===== src/rtl/gdf_pkg.sv =====
package gdf_pkg;
    typedef enum logic [1:0] {
        DB_OFF       = 2'b00,
        DB_BOTH      = 2'b01,
        DB_KEEP_LOW  = 2'b10,
        DB_KEEP_HIGH = 2'b11
    } db_mode_e;
endpackage


===== src/rtl/gdf_sync.sv =====
module gdf_sync #(
    parameter int STAGES = 2
) (
    input  logic clk,
    input  logic rst_n,
    input  logic d_in,
    output logic q_out
);
    typedef struct packed {
        logic [STAGES-1:0] chain;
    } sync_st_t;

    sync_st_t st_d, st_q;

    always_comb begin
        st_d = st_q;
        st_d.chain[0] = d_in;
        for (int i = 1; i < STAGES; i++) begin
            st_d.chain[i] = st_q.chain[i-1];
        end
    end

    always_ff @(posedge clk or negedge rst_n) begin
        if (!rst_n) st_q <= '0;
        else        st_q <= st_d;
    end

    assign q_out = st_q.chain[STAGES-1];
endmodule


===== src/rtl/gdf_cfg_reg.sv =====
module gdf_cfg_reg #(
    parameter int CFG_W = 8
) (
    input  logic             clk,
    input  logic             rst_n,
    input  logic             we,
    input  logic [CFG_W-1:0] wdata,
    output logic [CFG_W-1:0] cfg,
    output logic             written
);
    typedef struct packed {
        logic [CFG_W-1:0] value;
        logic             pulse;
    } cfg_st_t;

    cfg_st_t st_d, st_q;

    always_comb begin
        st_d = st_q;
        st_d.pulse = we;
        if (we) st_d.value = wdata;
    end

    always_ff @(posedge clk or negedge rst_n) begin
        if (!rst_n) st_q <= '0;
        else        st_q <= st_d;
    end

    assign cfg     = st_q.value;
    assign written = st_q.pulse;

    assert_write_pulse_R3: assert property (@(posedge clk) disable iff (!rst_n)
        we |=> written);
    assert_no_stray_pulse_R3: assert property (@(posedge clk) disable iff (!rst_n)
        !we |=> !written);
    assert_readback_R2: assert property (@(posedge clk) disable iff (!rst_n)
        we |=> cfg == $past(wdata));
endmodule


===== src/rtl/gdf_tick_gen.sv =====
module gdf_tick_gen #(
    parameter int LEN_0 = 2,
    parameter int LEN_1 = 8,
    parameter int LEN_2 = 512,
    parameter int LEN_3 = 2048
) (
    input  logic       clk,
    input  logic       rst_n,
    input  logic       rtc_pulse,
    input  logic       clear,
    input  logic [1:0] len_sel,
    output logic       tick
);
    localparam int PS_W = $clog2(LEN_3);

    typedef struct packed {
        logic [PS_W-1:0] phase;
    } ps_st_t;

    ps_st_t st_d, st_q;
    logic [PS_W-1:0] last;

    always_comb begin
        case (len_sel)
            2'd0:    last = PS_W'(LEN_0 - 1);
            2'd1:    last = PS_W'(LEN_1 - 1);
            2'd2:    last = PS_W'(LEN_2 - 1);
            default: last = PS_W'(LEN_3 - 1);
        endcase
    end

    always_comb begin
        st_d = st_q;
        tick = 1'b0;
        if (clear) begin
            st_d.phase = '0;
        end else if (rtc_pulse) begin
            if (st_q.phase >= last) begin
                st_d.phase = '0;
                tick       = 1'b1;
            end else begin
                st_d.phase = st_q.phase + 1'b1;
            end
        end
    end

    always_ff @(posedge clk or negedge rst_n) begin
        if (!rst_n) st_q <= '0;
        else        st_q <= st_d;
    end

    assert_tick_needs_slow_R5: assert property (@(posedge clk) disable iff (!rst_n)
        tick |-> rtc_pulse);
    assert_clear_resets_phase_R8: assert property (@(posedge clk) disable iff (!rst_n)
        clear |=> !tick || last == '0);
endmodule


===== src/rtl/gdf_filter.sv =====
module gdf_filter
    import gdf_pkg::*;
#(
    parameter int CNT_W = 4
) (
    input  logic             clk,
    input  logic             rst_n,
    input  logic             s_in,
    input  db_mode_e         mode,
    input  logic [CNT_W-1:0] count,
    input  logic             tick,
    input  logic             cfg_we,
    output logic             restart,
    output logic             level
);
    localparam logic [CNT_W-1:0] ONE = CNT_W'(1);

    typedef struct packed {
        logic             level;
        logic [CNT_W-1:0] cnt;
    } flt_st_t;

    flt_st_t st_d, st_q;
    logic differ, immediate;

    always_comb begin
        st_d      = st_q;
        differ    = (s_in != st_q.level);
        immediate = (mode == DB_OFF) ||
                    (mode == DB_KEEP_LOW  && !s_in) ||
                    (mode == DB_KEEP_HIGH &&  s_in);
        restart   = !differ || immediate || cfg_we;
        if (differ && immediate) begin
            st_d.level = s_in;
            st_d.cnt   = '0;
        end else if (restart) begin
            st_d.cnt = '0;
        end else if (tick) begin
            if (st_q.cnt == count - ONE) begin
                st_d.level = s_in;
                st_d.cnt   = '0;
            end else begin
                st_d.cnt = st_q.cnt + ONE;
            end
        end
    end

    always_ff @(posedge clk or negedge rst_n) begin
        if (!rst_n) st_q <= '0;
        else        st_q <= st_d;
    end

    assign level = st_q.level;

    assert_pass_through_R4: assert property (@(posedge clk) disable iff (!rst_n)
        (mode == DB_OFF) |=> level == $past(s_in));
    assert_low_immediate_R9: assert property (@(posedge clk) disable iff (!rst_n)
        (mode == DB_KEEP_LOW && !s_in) |=> !level);
    assert_high_immediate_R10: assert property (@(posedge clk) disable iff (!rst_n)
        (mode == DB_KEEP_HIGH && s_in) |=> level);
    assert_hold_without_tick_R7: assert property (@(posedge clk) disable iff (!rst_n)
        (mode == DB_BOTH && !tick) |=> $stable(level));
    assert_equal_holds_R8: assert property (@(posedge clk) disable iff (!rst_n)
        (mode == DB_BOTH && s_in == level) |=> $stable(level));
endmodule


===== src/rtl/gpio_debounce_filter.sv =====
module gpio_debounce_filter
    import gdf_pkg::*;
#(
    parameter int CNT_W       = 4,
    parameter int SYNC_STAGES = 2,
    parameter int LEN_0       = 2,
    parameter int LEN_1       = 8,
    parameter int LEN_2       = 512,
    parameter int LEN_3       = 2048
) (
    input  logic             clk,
    input  logic             rst_n,
    input  logic             pad_in,
    input  logic             rtc_pulse,
    input  logic             cfg_we,
    input  logic [CNT_W+3:0] cfg_wdata,
    output logic [CNT_W+3:0] cfg_rdata,
    output logic             cfg_written,
    output logic             pin_status
);
    localparam int CFG_W    = CNT_W + 4;
    localparam int UNIT_BIT = CNT_W;
    localparam int BIG_BIT  = CNT_W + 1;
    localparam int MODE_LO  = CNT_W + 2;

    logic [CFG_W-1:0] cfg;
    logic             s_sync;
    logic             tick;
    logic             restart;
    db_mode_e         mode;

    gdf_sync #(.STAGES(SYNC_STAGES)) u_sync (
        .clk   (clk),
        .rst_n (rst_n),
        .d_in  (pad_in),
        .q_out (s_sync)
    );

    gdf_cfg_reg #(.CFG_W(CFG_W)) u_cfg (
        .clk     (clk),
        .rst_n   (rst_n),
        .we      (cfg_we),
        .wdata   (cfg_wdata),
        .cfg     (cfg),
        .written (cfg_written)
    );

    assign mode = db_mode_e'(cfg[MODE_LO +: 2]);

    gdf_tick_gen #(
        .LEN_0(LEN_0), .LEN_1(LEN_1), .LEN_2(LEN_2), .LEN_3(LEN_3)
    ) u_tick (
        .clk       (clk),
        .rst_n     (rst_n),
        .rtc_pulse (rtc_pulse),
        .clear     (restart),
        .len_sel   ({cfg[BIG_BIT], cfg[UNIT_BIT]}),
        .tick      (tick)
    );

    gdf_filter #(.CNT_W(CNT_W)) u_filter (
        .clk     (clk),
        .rst_n   (rst_n),
        .s_in    (s_sync),
        .mode    (mode),
        .count   (cfg[CNT_W-1:0]),
        .tick    (tick),
        .cfg_we  (cfg_we),
        .restart (restart),
        .level   (pin_status)
    );

    assign cfg_rdata = cfg;
endmodule


===== config.mk =====
export PLATFORM = sky130hd
export DESIGN_NAME = gpio_debounce_filter
export DESIGN_NICKNAME = d
export VERILOG_FILES = /design/src/rtl/gdf_pkg.sv /design/src/rtl/gdf_sync.sv /design/src/rtl/gdf_cfg_reg.sv /design/src/rtl/gdf_tick_gen.sv /design/src/rtl/gdf_filter.sv /design/src/rtl/gpio_debounce_filter.sv
export SDC_FILE = /design/constraint.sdc
export NUM_CORES = 1
export LEC_CHECK = 0
export ABC_AREA = 1
export BUFFER_PORTS_ARGS = -buffer_cell sky130_fd_sc_hd__buf_2
export CORE_ASPECT_RATIO = 1.4
export CORE_MARGIN = 4
export CORE_UTILIZATION = 30
export DETAILED_ROUTE_END_ITERATION = 6
export GPL_ROUTABILITY_DRIVEN = 0
export SYNTH_ARGS = -nofsm -noshare
export SYNTH_HDL_FRONTEND = slang
export SYNTH_SLANG_ARGS = --single-unit

===== constraint.sdc =====
create_clock -name clk -period 4.9 [get_ports clk]
set_input_delay 0.49 -clock clk [delete_from_list [all_inputs] [get_ports clk]]
set_output_delay 0.49 -clock clk [all_outputs]
set_load 0.01 [all_outputs]

==> flow_metrics.py, run 1 <==
metrics = {
    "final_layout": {
        "syn2layout_area_growth_pct": 13.5,
        "antenna_cells": 0,
        "instances_no_fill": 319,
        "fill_cells": 576,
        "drive_above_1_share_pct": 13.1,
        "fin_nets": 278,
    },
    "placed_design": {
        "dpl.hpwl_um": 2830,
        "io_buffers": 22,
        "dp_cells": 315,
    },
    "cts": {
        "cts_resized": 0,
        "insertion_delay_ns": 0.28,
        "cts_hold_buf": 0,
        "htree_levels": 1,
        "cts.reportedPaths.clkPinSlew_ns": 0.10,
        "cts_setup_buffers": 0,
        "clock_path_buffers": 2,
        "cts_sinks": 27,
        "cts_root_buf": "clkbuf_8",
        "cts_tree": "yes",
        "cts_buffers": 3,
    },
    "grt": {
        "grt_pass1_vias": 1435,
        "grt_pass1_wl_um": 6230,
        "grt_max_degree": 28,
        "grt.overflow.total": 0,
        "antenna_found_initial": 0,
        "track_usage_pct": 11.4,
    },
    "synthesis": {
        "mappedNetlistArea_um2": 1680,
        "ys.warnings.count": 0,
        "synth_cell_types": 22,
        "synth_nets": 253,
        "netlist.area_leader.share_pct": 40.2,
        "yosys.cell_count.top_type": "nand2_1",
        "ys.flop_type": "dfrtp_1",
        "synth-edff-count": 0,
        "yosys.area.top_type": "dfrtp_1",
        "async_flop_share_pct": 100,
        "synth-seq-cells": 27,
        "synth_area_per_cell_um2": 7.40,
        "syn_inst": 227,
        "yosysSeqAreaShare_pct": 40.2,
        "ys_top_cells_by_count": "nand2_1, inv_1, dfrtp_1",
        "synthTopCellsByArea": "dfrtp_1, nand2_1, ha_1",
    },
    "power": {
        "p_leak_nw": 1.01,
        "sw_frac_of_total_pct": 30.6,
        "p_seq_share_pct": 53.3,
        "p_per_area_nw_per_um2": 244,
        "intPower_mw": 0.323,
        "power_frac_comb_pct": 18.2,
        "power_switching_mw": 0.143,
        "ir_drop_mv": 0.107,
        "power_frac_clock_pct": 28.5,
    },
    "worst_setup_path": {
        "cp_data_required_time_ns": 5.08,
        "worstSetupPathType": "reg -> reg",
        "cpPeakStageDelay_ns": 0.42,
        "cpMaxStageDelayCell": "dfrtp_1",
        "crit_path_end_kind": "register",
        "path_max_fanout": 8,
        "crit_chain": "inv_1 > ha_1 > nand2_1 > inv_1 > nand2_1 > nand2_1 > nand2_1 > nand3_1 > nand2_1 > nand2_1 > nand2_1 > nand2_1",
        "start_kind": "register",
        "arrival_ns": 2.21,
        "crit_top_cell": "nand2_1",
    },
    "min_path": {
        "holdCritPathClass": "in -> async",
    },
    "routing": {
        "finalWirelength_um": 3630,
        "route.vias.total": 1464,
        "drc": 0,
        "via_per_inst": 4.59,
        "ant_nets": 0,
        "drt_iter0_markers": 82,
        "dr.pass1.iters": 4,
        "wl_per_cell_um": 11.4,
    },
    "die": {
        "ios": 23,
        "fp.dieH_um": 96.6,
        "fp.dieArea_um2": 6880,
        "die_x_um": 71.3,
        "rows": 32,
        "initial_core_util_pct": 30.6,
        "core_area_um2": 5490,
    },
    "timing": {
        "setup_viol": 0,
        "post-route-min-period_ns": 2.03,
        "hold_viol": 0,
        "tightest_slew_ns": 0.628,
        "fmax_mhz": 492,
        "finalSetupTns_ns": 0,
        "slew_violations": 0,
        "grt_setup_unrepaired": "no",
        "fin_skew_ns": 0.00480,
        "maxSlewHeadroom_pct": 58.1,
        "period_share_pct": 41.4,
    },
    "run_status": {
        "outcome": "finished clean",
    },
    "job": {
        "max_cap_viol_count": 0,
    },
}
[worst max-delay path, delay by kind of cell, from the launching register on]
kind / cells / cell delay [ns]
simple gates: 9 / 0.98
flops: 1 / 0.42
fa+ha+maj: 1 / 0.28
buf+inv: 2 / 0.24
[through the flow]
step,setup slack [ns],instance area (µm²),utilization (%),hold WS (ns),power [mW]
floorplan,3.08,1680,-,0.194,0.308
finish,2.87,1910,34.8,0.218,0.465
global route,2.61,1910,34.8,0.262,0.498
detailed placement,2.91,1860,33.9,0.345,0.339
global placement,2.94,1860,33.9,0.335,0.337
CTS,2.87,1910,34.8,0.246,0.472
[cells in the final DEF (no fill, tap or decap), types with 2 or more instances in the layout]
cell,instances
xor2_1,8
clkbuf_8,3
nand2_2,3
nor2_2,2
dfrtp_1,27
nand4_1,4
nand2_1,77
nand3_1,19
inv_1,31
nor2_1,21
buf_2,22
o21ai_0,8
ha_1,13
a21oi_1,4
[state kept, by name, indices dropped and copies added (netlist names)]
name	flops
u_filter.level	1
u_filter.st_q	4
u_cfg.cfg	8
u_cfg.written	1
u_tick.st_q	11
u_sync.st_q	2
[per-layer routing]
layer / part of all wire, % / global-route usage [%] / up-vias
li1: - / - / 754
met4: 2.6 / 5.64 / 0
met3: 5.1 / 2.07 / 9
met5: 0 / 0 / -
met1: 41 / 12.5 / 669
met2: 51 / 20.9 / 32
[power groups by stage]
stage | Sequential [mW] | Clock, mW | Combinational (mW)
global placement | 0.253 | 0 | 0.0840
CTS | 0.248 | 0.137 | 0.0867
global route | 0.251 | 0.148 | 0.0995
floorplan | 0.255 | 0 | 0.0533
finish | 0.248 | 0.133 | 0.0847
detailed placement | 0.253 | 0 | 0.0861
[final timing paths]
| path | startpoint | end | slack, ns | depth (start not counted) |
|---|---|---|---|---|
| max in group asynchronous | rst_n | u_cfg.cfg[3]$_DFFE_PN0P_ | 4.28 | 1 |
| worst min register to register | u_sync.st_q[0]$_DFF_PN0_ | u_sync.st_q[1]$_DFF_PN0_ | 0.36 | 0 |
| worst max register to register | u_cfg.cfg[5]$_DFFE_PN0P_ | u_filter.st_q[2]$_DFFE_PN0P_ | 2.87 | 12 |
| worst min-delay path | rst_n | u_tick.st_q[9]$_DFFE_PN0P_ | 0.22 | 1 |
| min in group clk | pad_in | u_sync.st_q[0]$_DFF_PN0_ | 0.31 | 1 |
| worst max-delay path | u_cfg.cfg[5]$_DFFE_PN0P_ | u_filter.st_q[2]$_DFFE_PN0P_ | 2.87 | 12 |
[layout make-up]
class	count	area, µm²	share of cell area (%)
Timing Repair Buffer	22	110	5.77
Inverter	31	116	6.10
Clock buffer	3	41.3	2.17
Clock inverter	1	5.00	0.262
Tap cell	68	85.1	4.46
Multi-Input combinational cell	167	873	45.8
Sequential cell	27	676	35.4
[kinds of logic (layout without fill, tap and decap cells)]
kind of cell | Yosys count | after routing | synth area share, %
DFF | 27 | 27 | 40.2
xor gates and xnor gates | 9 | 9 | 4.69
AOI/OAI and AO/OA | 14 | 14 | 4.32
adders and majority gates | 13 | 13 | 9.68
and+or+nand+nor | 131 | 131 | 33.3
buffers and inverters | 33 | 57 | 7.82
Power figures use the tool's default switching activity.
==> inputs of run 2 (changes only) <==
--- a/config.mk
+++ b/config.mk
@@ -5,7 +5,7 @@
 export SDC_FILE = /design/constraint.sdc
 export NUM_CORES = 1
 export LEC_CHECK = 0
-export ABC_AREA = 1
+export ABC_AREA = 0
 export BUFFER_PORTS_ARGS = -buffer_cell sky130_fd_sc_hd__buf_2
 export CORE_ASPECT_RATIO = 1.4
 export CORE_MARGIN = 4
==> constraint.sdc (replaced) <==
create_clock -name clk -period 2 [get_ports clk]
set_input_delay 0.2 -clock clk [delete_from_list [all_inputs] [get_ports clk]]
set_output_delay 0.2 -clock clk [all_outputs]
set_load 0.01 [all_outputs]
==> run 2 against run 1 <==
Compared with the run above: the run now ends with negative setup slack left; via count fell by 8.5%; critical path depth fell by 3; non-clock buffer count rose by 18; first-iteration DRC count fell by 62%; sequential power rose by 140%; area after synthesis fell by 5.3%; combinational power rose to 3.5 times the previous value; maximum frequency fell by 1.9%; utilization rose by 7.1 points; clock-buffer cell count rose by 1; largest cell class unchanged.
==> flow_metrics.py, run 2 <==
metrics = {
    "worst_setup_path": {
        "crit_family": "flip-flops",
        "cpMaxStageDelayCell": "dfrtp_2",
        "crit_top_cell": "buf_4",
        "path_max_fanout": 6,
        "crit_path_end_kind": "register",
        "reg2reg_depth": 9,
        "cpPeakStageDelay_ns": 0.49,
        "cp_data_required_time_ns": 2.21,
        "arrival_ns": 2.28,
        "worstSetupPathType": "reg -> reg",
        "path_depth": 9,
        "start_kind": "register",
        "crit_chain": "nand2_4 > ha_4 > nand4_1 > a211oi_2 > buf_4 > a2111oi_4 > buf_4 > nor4_2 > o21bai_1",
        "path_buf_inv": 2,
    },
    "synthesis": {
        "yosysSeqAreaShare_pct": 42.5,
        "ys.flop_type": "dfrtp_1",
        "ys.warnings.count": 0,
        "async_flop_share_pct": 100,
        "synth_nets": 179,
        "mappedNetlistArea_um2": 1590,
        "yosys.cell_count.top_type": "dfrtp_1",
        "syn_inst": 153,
        "synth_cell_types": 38,
        "synth-seq-cells": 27,
        "yosys.area.top_type": "dfrtp_1",
        "netlist.area_leader.share_pct": 42.5,
        "synth_area_per_cell_um2": 10.4,
        "synth-edff-count": 0,
        "synthTopCellsByArea": "dfrtp_1, ha_1, xor2_1",
        "ys_top_cells_by_count": "dfrtp_1, ha_1, nor2_1",
    },
    "final_layout": {
        "post-route-util_pct": 41.8,
        "antenna_cells": 0,
        "finalInstanceArea_um2": 2160,
        "fin_nets": 221,
        "largest_register": "u_tick.st_q",
        "syn2layout_area_growth_pct": 35.6,
        "drive_above_1_share_pct": 41.2,
        "layout_common_cells": "dfrtp_1, buf_2, buf_4",
        "largest_reg_flops": 11,
        "layout_commonest_cell": "dfrtp_1",
    },
    "timing": {
        "fin_skew_ns": 0.00777,
        "grt_setup_unrepaired": "yes",
        "hold_viol": 0,
        "period_share_pct": 103,
        "tightest_slew_ns": 0.619,
        "fin_hold_ws_ns": 0.0341,
        "maxSlewHeadroom_pct": 58.8,
        "slew_violations": 0,
        "fmax_mhz": 483,
        "post-route-min-period_ns": 2.07,
        "fin_ws_ns": -0.0692,
        "finalSetupTns_ns": -0.368,
        "setup_viol": 14,
    },
    "die": {
        "fp.dieArea_um2": 6550,
        "initial_core_util_pct": 30.9,
        "ios": 23,
        "core_area_um2": 5160,
        "die_x_um": 69.6,
        "fp.dieH_um": 94.2,
        "rows": 31,
    },
    "run_status": {
        "outcome": "finished with violations",
        "violations": "negative setup slack",
    },
    "placed_design": {
        "place_area_um2": 1950,
        "io_buffers": 22,
        "dpl.hpwl_um": 2690,
    },
    "grt": {
        "antenna_found_initial": 0,
        "track_usage_pct": 11.6,
        "grt_pass1_vias": 1358,
        "grt_pass1_wl_um": 6140,
        "grt.overflow.total": 0,
        "grt_max_degree": 28,
    },
    "routing": {
        "ant_nets": 0,
        "wl_per_cell_um": 14.0,
        "via_per_inst": 5.15,
        "drc": 0,
        "dr.pass1.iters": 4,
        "drt_iter0_markers": 31,
        "finalWirelength_um": 3630,
        "route.vias.total": 1339,
    },
    "cts": {
        "cts_sinks": 27,
        "clock_path_buffers": 2,
        "insertion_delay_ns": 0.28,
        "cts_buffers": 3,
        "htree_levels": 1,
        "cts.reportedPaths.clkPinSlew_ns": 0.10,
        "cts_root_buf": "clkbuf_8",
        "cts_tree": "yes",
    },
    "job": {
        "max_cap_viol_count": 0,
    },
    "power": {
        "ir_drop_mv": 0.244,
        "p_leak_nw": 0.923,
        "p_per_area_nw_per_um2": 563,
    },
    "min_path": {
        "hold_depth": 1,
        "holdCritPathClass": "in -> reg",
    },
}
-- run 2: changes by cell type after synthesis, sizes merged, moves of 6 or more --
cell and change:
inv -26, nand3 -15, mux2 +6, nor2 -11, nand2 -70
-- run 2: what timing repair did --
item,CTS,global route
buffers inserted,1,0
pin swaps,9,5
endpoints found under the setup margin,16,16
resized for setup,19,7
hold buffers,1,0
hold endpoints to repair,27,0
-- run 2: through the flow --
step                      total power, mW  setup slack, ns  cells
after floorplan                     0.766          0.00273    153
after global placement              0.871          -0.0780    254
after detailed placement            0.874          -0.0847    254
after CTS                            1.22          -0.0499    260
after global routing                 1.28           -0.169    260
final                                1.21          -0.0692    260
-- run 2: cell families (layout without fill, tap and decap cells) --
family                     Yosys count  in the layout  synth area share [%]
and+or+nand+nor                     47             47                  14.8
muxes                                6              6                  4.24
DFF                                 27             27                  42.5
adders and majority gates           13             13                  10.2
xor gates and xnor gates            14             14                  8.65
AOI/OAI and AO/OA                   38             38                  17.8
buffers and inverters                8             49                  1.89
-- run 2: path summary, 6_finish.rpt --
check	from	end	slack, ns
worst max-delay path	u_cfg.cfg[5]$_DFFE_PN0P_	u_filter.st_q[3]$_DFFE_PN0P_	-0.07
worst min-delay path	pad_in	u_sync.st_q[0]$_DFF_PN0_	0.03
worst max register to register	u_cfg.cfg[5]$_DFFE_PN0P_	u_filter.st_q[3]$_DFFE_PN0P_	-0.07
worst min register to register	u_sync.st_q[0]$_DFF_PN0_	u_sync.st_q[1]$_DFF_PN0_	0.35
max in group asynchronous	rst_n	u_cfg.cfg[5]$_DFFE_PN0P_	1.09
min in group asynchronous	rst_n	u_cfg.cfg[0]$_DFFE_PN0P_	0.47
-- run 2: metal layers --
metal	vias up	routed length, µm	global-route usage (%)	share of wire (%)
li1	651	-	-	-
met1	667	1450	12.0	40
met2	17	2000	22.9	55
met3	4	119	2.25	3.3
met4	0	49	3.91	1.4
met5	-	0	0	0
-- run 2: layout make-up --
type	instances	area, µm²
Inverter	5	26.3
Multi-Input combinational cell	118	1080
Fill cell	500	3000
Sequential cell	27	678
Timing Repair Buffer	40	248
Clock buffer	4	45.0
Tap cell	66	82.6
-- run 2: report_power, final --
| part | leakage (nW) | total (mW) | switching [mW] | internal [mW] |
|---|---|---|---|---|
| clock network | 0.0228 | 0.317 | 0.174 | 0.143 |
| logic | 0.551 | 0.294 | 0.154 | 0.140 |
| registers | 0.349 | 0.604 | 0.0321 | 0.572 |
| total | 0.923 | 1.21 | 0.360 | 0.854 |
